`config.mk`:
```
export PLATFORM = sky130hd
export DESIGN_NAME = vpt_chain_timer
export DESIGN_NICKNAME = d
export VERILOG_FILES = /design/src/rtl/vpt_pkg.sv /design/src/rtl/vpt_unit_pipe.sv /design/src/rtl/vpt_scoreboard.sv /design/src/rtl/vpt_issue_seq.sv /design/src/rtl/vpt_chain_timer.sv
export SDC_FILE = /design/constraint.sdc
export NUM_CORES = 1
export LEC_CHECK = 0
export BUFFER_PORTS_ARGS = -buffer_cell sky130_fd_sc_hd__buf_4
export CAP_MARGIN = 20
export CORE_UTILIZATION = 40
export CTS_BUF_LIST = sky130_fd_sc_hd__clkbuf_8
export CTS_CLUSTER_SIZE = 20
export DETAILED_ROUTE_END_ITERATION = 6
export MAX_ROUTING_LAYER = met4
export PLACE_DENSITY_LB_ADDON = 0.15
export SETUP_SLACK_MARGIN = 0.05
export SLEW_MARGIN = 25
export SYNTH_ARGS = -nofsm -noshare
export SYNTH_HDL_FRONTEND = slang
export SYNTH_SLANG_ARGS = --single-unit
```
`constraint.sdc`:
```
create_clock -name clk -period 2.1 [get_ports clk]
set_input_delay 0 -clock clk [delete_from_list [all_inputs] [get_ports clk]]
set_output_delay 0 -clock clk [all_outputs]
set_load 0.05 [all_outputs]
```
`src/rtl/vpt_pkg.sv`:
```
// Package: shared latencies, sizes and the controller state type.
// Assumes all latencies are at least 1 and the read latency is no smaller
// than the multiply latency (this sets the convoy-mode total formula).
package vpt_pkg;
    localparam int MEM_LAT  = 12;
    localparam int MUL_LAT  = 7;
    localparam int ADD_LAT  = 6;
    localparam int MAX_VL   = 8;
    localparam int CNT_W    = 8;

    typedef enum logic {
        ST_IDLE = 1'b0,
        ST_RUN  = 1'b1
    } run_state_t;
endpackage

```
`src/rtl/vpt_unit_pipe.sv`:
```
// Module: fixed-latency functional unit model. A token (valid + tag) that
// enters in cycle c leaves as a completion strobe in cycle c+LAT.
// Assumes at most one token enters per cycle; the pipe never stalls.
module vpt_unit_pipe #(
    parameter int LAT = 4,
    parameter int TW  = 3
) (
    input  logic          clk,
    input  logic          rst_n,
    input  logic          in_vld,
    input  logic [TW-1:0] in_tag,
    output logic          out_vld,
    output logic [TW-1:0] out_tag
);
    logic [LAT-1:0] vld_q;
    logic [TW-1:0]  tag_q [LAT];

    // First stage captures the issued token.
    always_ff @(posedge clk) begin
        if (!rst_n) begin
            vld_q[0] <= 1'b0;
            tag_q[0] <= '0;
        end else begin
            vld_q[0] <= in_vld;
            tag_q[0] <= in_tag;
        end
    end

    // Remaining stages shift the token one step per cycle.
    for (genvar j = 1; j < LAT; j++) begin : g_stage
        always_ff @(posedge clk) begin
            if (!rst_n) begin
                vld_q[j] <= 1'b0;
                tag_q[j] <= '0;
            end else begin
                vld_q[j] <= vld_q[j-1];
                tag_q[j] <= tag_q[j-1];
            end
        end
    end

    assign out_vld = vld_q[LAT-1];
    assign out_tag = tag_q[LAT-1];
endmodule

```
`src/rtl/vpt_scoreboard.sv`:
```
// Module: per-element ready flags for one vector register. A completion
// sets its element's flag; the flag is visible one cycle later.
// Assumes clr is raised only at an accepted start.
module vpt_scoreboard #(
    parameter int N  = 8,
    parameter int IW = 3
) (
    input  logic          clk,
    input  logic          rst_n,
    input  logic          clr,
    input  logic          set,
    input  logic [IW-1:0] set_idx,
    output logic [N-1:0]  flags
);
    // Clear on reset or start; otherwise mark the completed element ready.
    always_ff @(posedge clk) begin
        if (!rst_n || clr) begin
            flags <= '0;
        end else if (set) begin
            flags[set_idx] <= 1'b1;
        end
    end
endmodule

```
`src/rtl/vpt_issue_seq.sv`:
```
// Module: in-order issue sequencer for one consumer. It issues element cnt
// when the run is active, the gate is open, the element lies within the
// vector and its operands are flagged ready.
// Assumes vlen does not exceed N.
module vpt_issue_seq #(
    parameter int N  = 8,
    parameter int LW = 4,
    parameter int IW = 3
) (
    input  logic          clk,
    input  logic          rst_n,
    input  logic          clr,
    input  logic          run,
    input  logic [LW-1:0] vlen,
    input  logic [N-1:0]  src_ok,
    input  logic          gate,
    output logic          issue_o,
    output logic [IW-1:0] idx_o
);
    logic [LW-1:0] cnt_q;

    // Issue decision for the current element.
    always_comb begin
        idx_o   = cnt_q[IW-1:0];
        issue_o = run && gate && (cnt_q < vlen) && src_ok[idx_o];
    end

    // Advance to the next element after each issue.
    always_ff @(posedge clk) begin
        if (!rst_n || clr) begin
            cnt_q <= '0;
        end else if (issue_o) begin
            cnt_q <= cnt_q + 1'b1;
        end
    end
endmodule

```
`src/rtl/vpt_chain_timer.sv`:
```
// Module: top of the chained vector pipeline timing unit. It sequences the
// SAXPY token flow (read X, multiply, read Y, add, write Y) in either convoy
// or chained mode and reports the completion cycle of the last write.
// Assumes one read pipe shared by X and Y and a separate write pipe.
module vpt_chain_timer
    import vpt_pkg::*;
#(
    parameter int MAX_LEN = MAX_VL,
    parameter int LD_LAT  = MEM_LAT,
    parameter int ML_LAT  = MUL_LAT,
    parameter int AD_LAT  = ADD_LAT,
    parameter int CW      = CNT_W
) (
    input  logic                          clk,
    input  logic                          rst_n,
    input  logic                          start_i,
    input  logic                          chain_i,
    input  logic [$clog2(MAX_LEN+1)-1:0]  vlen_i,
    output logic                          busy_o,
    output logic                          done_o,
    output logic [CW-1:0]                 cycles_o,
    output logic                          ld_issue_o,
    output logic                          ld_y_o,
    output logic [$clog2(MAX_LEN)-1:0]    ld_idx_o,
    output logic                          ld_done_o,
    output logic                          mul_issue_o,
    output logic [$clog2(MAX_LEN)-1:0]    mul_idx_o,
    output logic                          mul_done_o,
    output logic                          add_issue_o,
    output logic [$clog2(MAX_LEN)-1:0]    add_idx_o,
    output logic                          add_done_o,
    output logic                          st_issue_o,
    output logic [$clog2(MAX_LEN)-1:0]    st_idx_o,
    output logic                          st_done_o
);
    localparam int LW = $clog2(MAX_LEN + 1);
    localparam int IW = $clog2(MAX_LEN);
    localparam int CONVOY_BASE = 3 * LD_LAT + AD_LAT;

    run_state_t    state_q;
    logic          chain_q;
    logic [LW-1:0] len_q;
    logic [LW-1:0] vlen_eff;
    logic [CW-1:0] cyc_q;
    logic [CW-1:0] cycles_q;
    logic          done_q;
    logic          accept;
    logic          run;
    logic [MAX_LEN-1:0] mask;
    logic [MAX_LEN-1:0] xrdy, yrdy, mrdy, ardy;
    logic [MAX_LEN-1:0] all_ones;
    logic          x_all, y_all, m_all, a_all;
    logic          x_fin_q, mul_started_q;

    logic          ldx_issue, ldy_issue, mul_issue, add_issue, st_issue;
    logic [IW-1:0] ldx_idx, ldy_idx, mul_idx, add_idx, st_idx;
    logic          ld_out_vld, mul_out_vld, add_out_vld, st_out_vld;
    logic [IW:0]   ld_out_tag;
    logic [IW-1:0] mul_out_tag, add_out_tag, st_out_tag;
    logic          last_write;

    // Clamp the requested length to the supported maximum.
    always_comb begin
        vlen_eff = (vlen_i > LW'(MAX_LEN)) ? LW'(MAX_LEN) : vlen_i;
        accept   = start_i && (state_q == ST_IDLE);
        run      = (state_q == ST_RUN);
        all_ones = '1;
    end

    // Element mask of the captured length and "whole vector ready" flags.
    always_comb begin
        for (int k = 0; k < MAX_LEN; k++) begin
            mask[k] = (k < int'(len_q));
        end
        x_all = &(xrdy | ~mask);
        y_all = &(yrdy | ~mask);
        m_all = &(mrdy | ~mask);
        a_all = &(ardy | ~mask);
    end

    // Run control: capture mode and length, count cycles, latch the total.
    always_ff @(posedge clk) begin
        if (!rst_n) begin
            state_q  <= ST_IDLE;
            chain_q  <= 1'b0;
            len_q    <= '0;
            cyc_q    <= '0;
            cycles_q <= '0;
            done_q   <= 1'b0;
        end else begin
            done_q <= 1'b0;
            if (accept) begin
                chain_q <= chain_i;
                len_q   <= vlen_eff;
                cyc_q   <= '0;
                if (vlen_eff == '0) begin
                    cycles_q <= '0;
                    done_q   <= 1'b1;
                end else begin
                    state_q <= ST_RUN;
                end
            end else if (run) begin
                cyc_q <= cyc_q + 1'b1;
                if (last_write) begin
                    cycles_q <= cyc_q;
                    done_q   <= 1'b1;
                    state_q  <= ST_IDLE;
                end
            end
        end
    end

    // Progress flags: all X reads issued, multiplier has begun.
    always_ff @(posedge clk) begin
        if (!rst_n || accept) begin
            x_fin_q       <= 1'b0;
            mul_started_q <= 1'b0;
        end else begin
            if (ldx_issue && (ldx_idx == IW'(len_q - 1'b1))) x_fin_q <= 1'b1;
            if (mul_issue) mul_started_q <= 1'b1;
        end
    end

    // X reads need no operands and start at once.
    vpt_issue_seq #(.N(MAX_LEN), .LW(LW), .IW(IW)) u_seq_ldx (
        .clk(clk), .rst_n(rst_n), .clr(accept), .run(run), .vlen(len_q),
        .src_ok(all_ones), .gate(1'b1),
        .issue_o(ldx_issue), .idx_o(ldx_idx)
    );

    // Y reads follow X when chained, or trail the multiplier in convoy mode.
    vpt_issue_seq #(.N(MAX_LEN), .LW(LW), .IW(IW)) u_seq_ldy (
        .clk(clk), .rst_n(rst_n), .clr(accept), .run(run), .vlen(len_q),
        .src_ok(all_ones), .gate(chain_q ? x_fin_q : mul_started_q),
        .issue_o(ldy_issue), .idx_o(ldy_idx)
    );

    vpt_issue_seq #(.N(MAX_LEN), .LW(LW), .IW(IW)) u_seq_mul (
        .clk(clk), .rst_n(rst_n), .clr(accept), .run(run), .vlen(len_q),
        .src_ok(xrdy), .gate(chain_q || x_all),
        .issue_o(mul_issue), .idx_o(mul_idx)
    );

    vpt_issue_seq #(.N(MAX_LEN), .LW(LW), .IW(IW)) u_seq_add (
        .clk(clk), .rst_n(rst_n), .clr(accept), .run(run), .vlen(len_q),
        .src_ok(mrdy & yrdy), .gate(chain_q || (m_all && y_all)),
        .issue_o(add_issue), .idx_o(add_idx)
    );

    vpt_issue_seq #(.N(MAX_LEN), .LW(LW), .IW(IW)) u_seq_st (
        .clk(clk), .rst_n(rst_n), .clr(accept), .run(run), .vlen(len_q),
        .src_ok(ardy), .gate(chain_q || a_all),
        .issue_o(st_issue), .idx_o(st_idx)
    );

    // Functional unit pipes; the read pipe tag carries the X/Y selector.
    vpt_unit_pipe #(.LAT(LD_LAT), .TW(IW + 1)) u_pipe_ld (
        .clk(clk), .rst_n(rst_n), .in_vld(ldx_issue || ldy_issue),
        .in_tag({ldy_issue, ldy_issue ? ldy_idx : ldx_idx}),
        .out_vld(ld_out_vld), .out_tag(ld_out_tag)
    );

    vpt_unit_pipe #(.LAT(ML_LAT), .TW(IW)) u_pipe_mul (
        .clk(clk), .rst_n(rst_n), .in_vld(mul_issue), .in_tag(mul_idx),
        .out_vld(mul_out_vld), .out_tag(mul_out_tag)
    );

    vpt_unit_pipe #(.LAT(AD_LAT), .TW(IW)) u_pipe_add (
        .clk(clk), .rst_n(rst_n), .in_vld(add_issue), .in_tag(add_idx),
        .out_vld(add_out_vld), .out_tag(add_out_tag)
    );

    vpt_unit_pipe #(.LAT(LD_LAT), .TW(IW)) u_pipe_st (
        .clk(clk), .rst_n(rst_n), .in_vld(st_issue), .in_tag(st_idx),
        .out_vld(st_out_vld), .out_tag(st_out_tag)
    );

    // Element-ready scoreboards for X, Y, products and sums.
    vpt_scoreboard #(.N(MAX_LEN), .IW(IW)) u_sb_x (
        .clk(clk), .rst_n(rst_n), .clr(accept),
        .set(ld_out_vld && !ld_out_tag[IW]), .set_idx(ld_out_tag[IW-1:0]),
        .flags(xrdy)
    );

    vpt_scoreboard #(.N(MAX_LEN), .IW(IW)) u_sb_y (
        .clk(clk), .rst_n(rst_n), .clr(accept),
        .set(ld_out_vld && ld_out_tag[IW]), .set_idx(ld_out_tag[IW-1:0]),
        .flags(yrdy)
    );

    vpt_scoreboard #(.N(MAX_LEN), .IW(IW)) u_sb_m (
        .clk(clk), .rst_n(rst_n), .clr(accept),
        .set(mul_out_vld), .set_idx(mul_out_tag), .flags(mrdy)
    );

    vpt_scoreboard #(.N(MAX_LEN), .IW(IW)) u_sb_a (
        .clk(clk), .rst_n(rst_n), .clr(accept),
        .set(add_out_vld), .set_idx(add_out_tag), .flags(ardy)
    );

    // The final write of the captured length ends the run.
    assign last_write = st_out_vld && (st_out_tag == IW'(len_q - 1'b1));

    // Port mapping.
    assign busy_o      = run;
    assign done_o      = done_q;
    assign cycles_o    = cycles_q;
    assign ld_issue_o  = ldx_issue || ldy_issue;
    assign ld_y_o      = ldy_issue;
    assign ld_idx_o    = ldy_issue ? ldy_idx : ldx_idx;
    assign ld_done_o   = ld_out_vld;
    assign mul_issue_o = mul_issue;
    assign mul_idx_o   = mul_idx;
    assign mul_done_o  = mul_out_vld;
    assign add_issue_o = add_issue;
    assign add_idx_o   = add_idx;
    assign add_done_o  = add_out_vld;
    assign st_issue_o  = st_issue;
    assign st_idx_o    = st_idx;
    assign st_done_o   = st_out_vld;

    // an idle block raises no issue strobe.
    p_quiet_idle_r1: assert property (@(posedge clk) disable iff (!rst_n)
        !busy_o |-> !(ld_issue_o || mul_issue_o || add_issue_o || st_issue_o));

    // the shared read pipe takes one element per cycle.
    p_single_read_r10: assert property (@(posedge clk) disable iff (!rst_n)
        !(ldx_issue && ldy_issue));

    // a product is started only on an X element already returned.
    p_mul_operand_r5: assert property (@(posedge clk) disable iff (!rst_n)
        mul_issue |-> xrdy[mul_idx]);

    // a sum is started only when product and Y element are both ready.
    p_add_operands_r5: assert property (@(posedge clk) disable iff (!rst_n)
        add_issue |-> (mrdy[add_idx] && yrdy[add_idx]));

    // convoy-mode total equals the fixed formula.
    p_convoy_total_r3: assert property (@(posedge clk) disable iff (!rst_n)
        (done_o && !chain_q && (len_q != '0)) |->
        (cycles_o == CW'(CONVOY_BASE + 4 * int'(len_q))));

    // chaining always beats the convoy total.
    p_chain_faster_r6: assert property (@(posedge clk) disable iff (!rst_n)
        (done_o && chain_q && (len_q != '0)) |->
        (cycles_o < CW'(CONVOY_BASE + 4 * int'(len_q))));
endmodule

```
==> impl_summary.txt <==
----------------------------------------------------
[Synth]
  Synthesized cell area ... 0.008183 mm^2
  Proportion of synthesized flip-flops having asynchronous set or reset ... 0%
  Largest family of logic cells by synthesized area ... simple AND/OR/NAND/NOR gates
  Adder-Cell Fraction of Synth Area ... 3.823%
  Flop and latch count out of synthesis ... 237
  Synth Net Count ... 819
  Area share of xor/xnor cells in the synthesized design ... 1.927%
  Mux cell area share after synthesis ... 2.401%
  Sequential area share after synthesis ... 57.98%
  Count of flip-flops with a built-in enable after synthesis ... 0
  Cells after synthesis ... 786
  Count of warnings emitted by yosys ... 0
  Compound-Gate Fraction of Synth Area ... 9.450%
  Syn_area_per_cell ... 10.41 um^2
  Count of unique library cells instantiated by Yosys ... 62
  Post-synthesis share of cell area spent on and, or, nand and nor gates ... 21.16%
  Main flop type after synthesis ... dfxtp_1

[Timing]
  Post-route fraction of the period consumed by the critical path ... 117.9%
  RSZ-0062 raised after global routing ... true
  Highest Clock Rate ... 403.8 MHz
  Slew @ Worst Pin ... 0.5618 ns
  Setup Total Neg Slack ... -3.972 ns
  Setup violation total in the final timing report ... 18
  Final worst slack ... -0.3767 ns
  Final Hold Violating Endpoints ... 0
  Headroom to the max-slew limit ... 62.46%
  Final max-slew violation count ... 0
  Clock skew after layout ... 0.03188 ns
  Shortest clock period the worst path allows after layout ... 2.477 ns

[Drt]
  Final routed DRC violation total ... 0
  DRC marker count from the first detailed-route iteration ... 290
  Antenna Violating Nets Remaining ... 0
  Number of vias per cell ... 4.807
  DR pass1 iterations ... 5
  Detailed-route via count ... 5739
  Final routed wire length divided by cell count ... 14.21 um
  Detailed Route WL ... 16960 um

[Global routing]
  Global route overflow ... 0
  Antenna violations before repair ... 0
  Global-route wire length before repair ... 28200 um
  Largest net degree at the start of global routing ... 155
  Overall track demand over capacity in global routing ... 16.90%
  Met2 Track Usage GR ... 27.45%
  Met1 usage ... 20.31%
  Met3 track demand over resource ... 3.522%
  Top Usage Layer GRT ... met2
  Vias in the first global route ... 5820

[Finish]
  Area added between synthesis and finish ... 28.36%
  Layout filler cell count ... 1768
  Final design area excluding fillers ... 0.01050 mm^2
  Number of antenna cells inserted ... 0
  Net count reported at finish ... 941
  Share of the core filled with cells ... 53.10%
  Leading cell types in the layout, fill and taps excluded ... dfxtp_1 (231), and2_1 (152), buf_4 (91), nor2_1 (71), clkbuf_8 (50)
  Ratio of cells with drive above 1 in the final layout ... 24.87%
  Non-filler instance count after layout ... 1194
  Combined area of the multi-input logic cells ... 0.003485 mm^2
  Area occupied by registers ... 0.004760 mm^2
  Most common cell after layout, fill and taps aside ... dfxtp_1

[Placement]
  Dpl cell area ... 0.009016 mm^2
  Count of placed standard cells including taps ... 1088
  Weighted congestion at the end of routability-driven global placement ... 0.8522
  Placed wire-length estimate ... 10640 um
  Count of buffers inserted at the top-level ports ... 38

[Worst setup path]
  Endpoint of the lowest-slack register-to-register path ... u_seq_add.cnt_q[3]
  Required @ worst endpoint ... 2.10 ns
  Worst EP arrival ... 2.48 ns
  Setup CP Type ... reg2out
  Crit path capture type ... output pin
  FF-to-FF setup slack ... -0.36 ns
  Startpoint of the most critical register-to-register path ... len_q[1]
  Nature of the critical path startpoint ... flip-flop
  Cell count of the worst reg-to-reg path ... 15
  Crit-path max FO ... 3

[Worst hold path]
  Destination of the worst hold path ... busy_o
  Worst Min Path Start ... start_i
  Type of the tightest min-delay check ... in2reg
  Hold Path Stages ... 3

[Clocking]
  CTS tree ... yes
  CTS buffer count ... 40
  Root buffer selected by CTS ... clkbuf_8
  Number of levels in the clock H-tree ... 2
  Clock-pin slew on the worst setup and hold paths ... 0.06 ns
  Later-pin clock latency in the skew report ... 0.54 ns
  Clock sink count ... 237
  Max clock buf depth ... 3

[Job]
  Max capacitance violation total ... 0

[Power and ir drop]
  Power Density ... 859.3 mW/mm^2
  Highest ir drop seen on vdd ... 0.4331 mV
  Total Power Consumption ... 9.026 mW
  Leakage power ... 4.300 nW

[Outcome]
  Run status ... finished with violations
  Violated checks ... negative setup slack

[Die]
  # IOs ... 39
  Initial Utilization ... 41.37%
  Area of the die ... 0.02103 mm^2
  Std-Cell Rows ... 51
  Die width ... 145.0 um
  Area of the core ... 0.01978 mm^2
  Height of the die ... 145.0 um

----------------------------------------------------
[synthesized netlist by cell type, types with 4 or more instances]
cell	instances	share of area, %
ha_1	25	3.8
nand3_1	9	0.55
nand4_1	6	0.46
o21a_1	4	0.37
a22o_1	8	0.86
o211ai_1	5	0.46
buf_2	6	0.37
o21ai_0	11	0.67
or4_1	5	0.46
mux2i_1	14	1.7
buf_1	4	0.18
and2_1	155	12
nor3_1	5	0.31
xor2_1	12	1.3
xnor2_1	6	0.64
nor3b_1	5	0.46
inv_1	12	0.55
a21oi_1	36	2.2
a31oi_1	15	1.1
nor2b_1	12	0.92
nand2_1	24	1.1
nand2b_1	6	0.46
clkbuf_1	22	1.0
dfxtp_1	237	58
buf_4	10	0.92
nor2_1	76	3.5
and3_1	4	0.31
[power by group]
group,internal [mW],leakage (nW),switching (mW)
sequential,4.51,1.91,0.0189
combinational,0.204,1.94,0.242
clock,2.36,0.444,1.69
[worst max path at each step]
| stage | start | endpoint | slack [ns] | cells past startpoint |
|---|---|---|---|---|
| 2_1_floorplan | len_q[1] | u_pipe_ld.tag_q[0][0] | -0.1 | 8 |
| 3_3_place_gp | len_q[1] | u_pipe_ld.tag_q[0][0] | -0.01 | 8 |
| 3_5_place_dp | len_q[1] | u_pipe_ld.tag_q[0][1] | -0.05 | 8 |
| 4_1_cts | len_q[1] | ld_idx_o[0] | -0.48 | 8 |
| 5_1_grt | len_q[1] | ld_idx_o[2] | -0.46 | 8 |
| 6_report | len_q[1] | ld_idx_o[0] | -0.38 | 8 |
[kinds of logic (layout without fill, tap and decap cells)]
group | Yosys count | count (layout)
AND/OR/NAND/NOR | 316 | 316
flip-flops | 237 | 237
AO/OA/AOI/OAI | 115 | 115
buffers and inverters | 57 | 200
adder cells (fa/ha/maj) | 25 | 25
XOR/XNOR | 18 | 18
multiplexers | 18 | 18
[sequential cells by signal, indices dropped and copies added, names as in the netlist, 11 cells and up]
| register | flops |
|---|---|
| u_pipe_add.tag_q | 18 |
| u_pipe_mul.tag_q | 21 |
| u_pipe_st.vld_q | 11 |
| u_pipe_st.tag_q | 36 |
| u_pipe_ld.tag_q | 48 |
| u_pipe_ld.vld_q | 11 |
[metal layers]
layer	up-vias	routed length, um
met5	-	0
met4	0	384
met3	33	670
met2	121	8042
met1	2719	7865
li1	2866	-
[through the flow]
step	hold slack, ns	worst slack (ns)
6_report	0.2746	-0.3767
5_1_grt	0.2539	-0.4609
4_1_cts	0.2221	-0.4788
3_5_place_dp	0.2317	-0.04540
3_3_place_gp	0.2259	-0.01033
2_1_floorplan	0.1095	-0.09690
[critical path: stages, from the launching register on]
cell and delay (ns):
dfxtp_4 0.37, inv_8 0.04, ha_4 0.20, a21o_1 0.17, a21o_1 0.17, a2111oi_4 0.33, buf_4 0.20, mux2_4 0.31
buf_6 0.15
[area by class of cell]
type / instances / area share, %
multi-input cells: 492 / 33.17
repair buffers: 123 / 10.14
inverters: 14 / 0.6432
clock inverters: 13 / 1.024
flip-flops and latches: 237 / 45.31
well taps: 265 / 3.157
clock buffers: 50 / 6.552
[what timing repair did]
| action | CTS | global route |
|---|---|---|
| setup buffers | 25 | 7 |
| setup endpoints to repair | 23 | 39 |
| hold endpoints to repair | 32 | 0 |
| gates cloned | 0 | 0 |
| pin swaps | 18 | 9 |
| resized for setup | 58 | 28 |
| hold buffers | 12 | 0 |
Note: power is estimated with default switching activity, not from simulation.
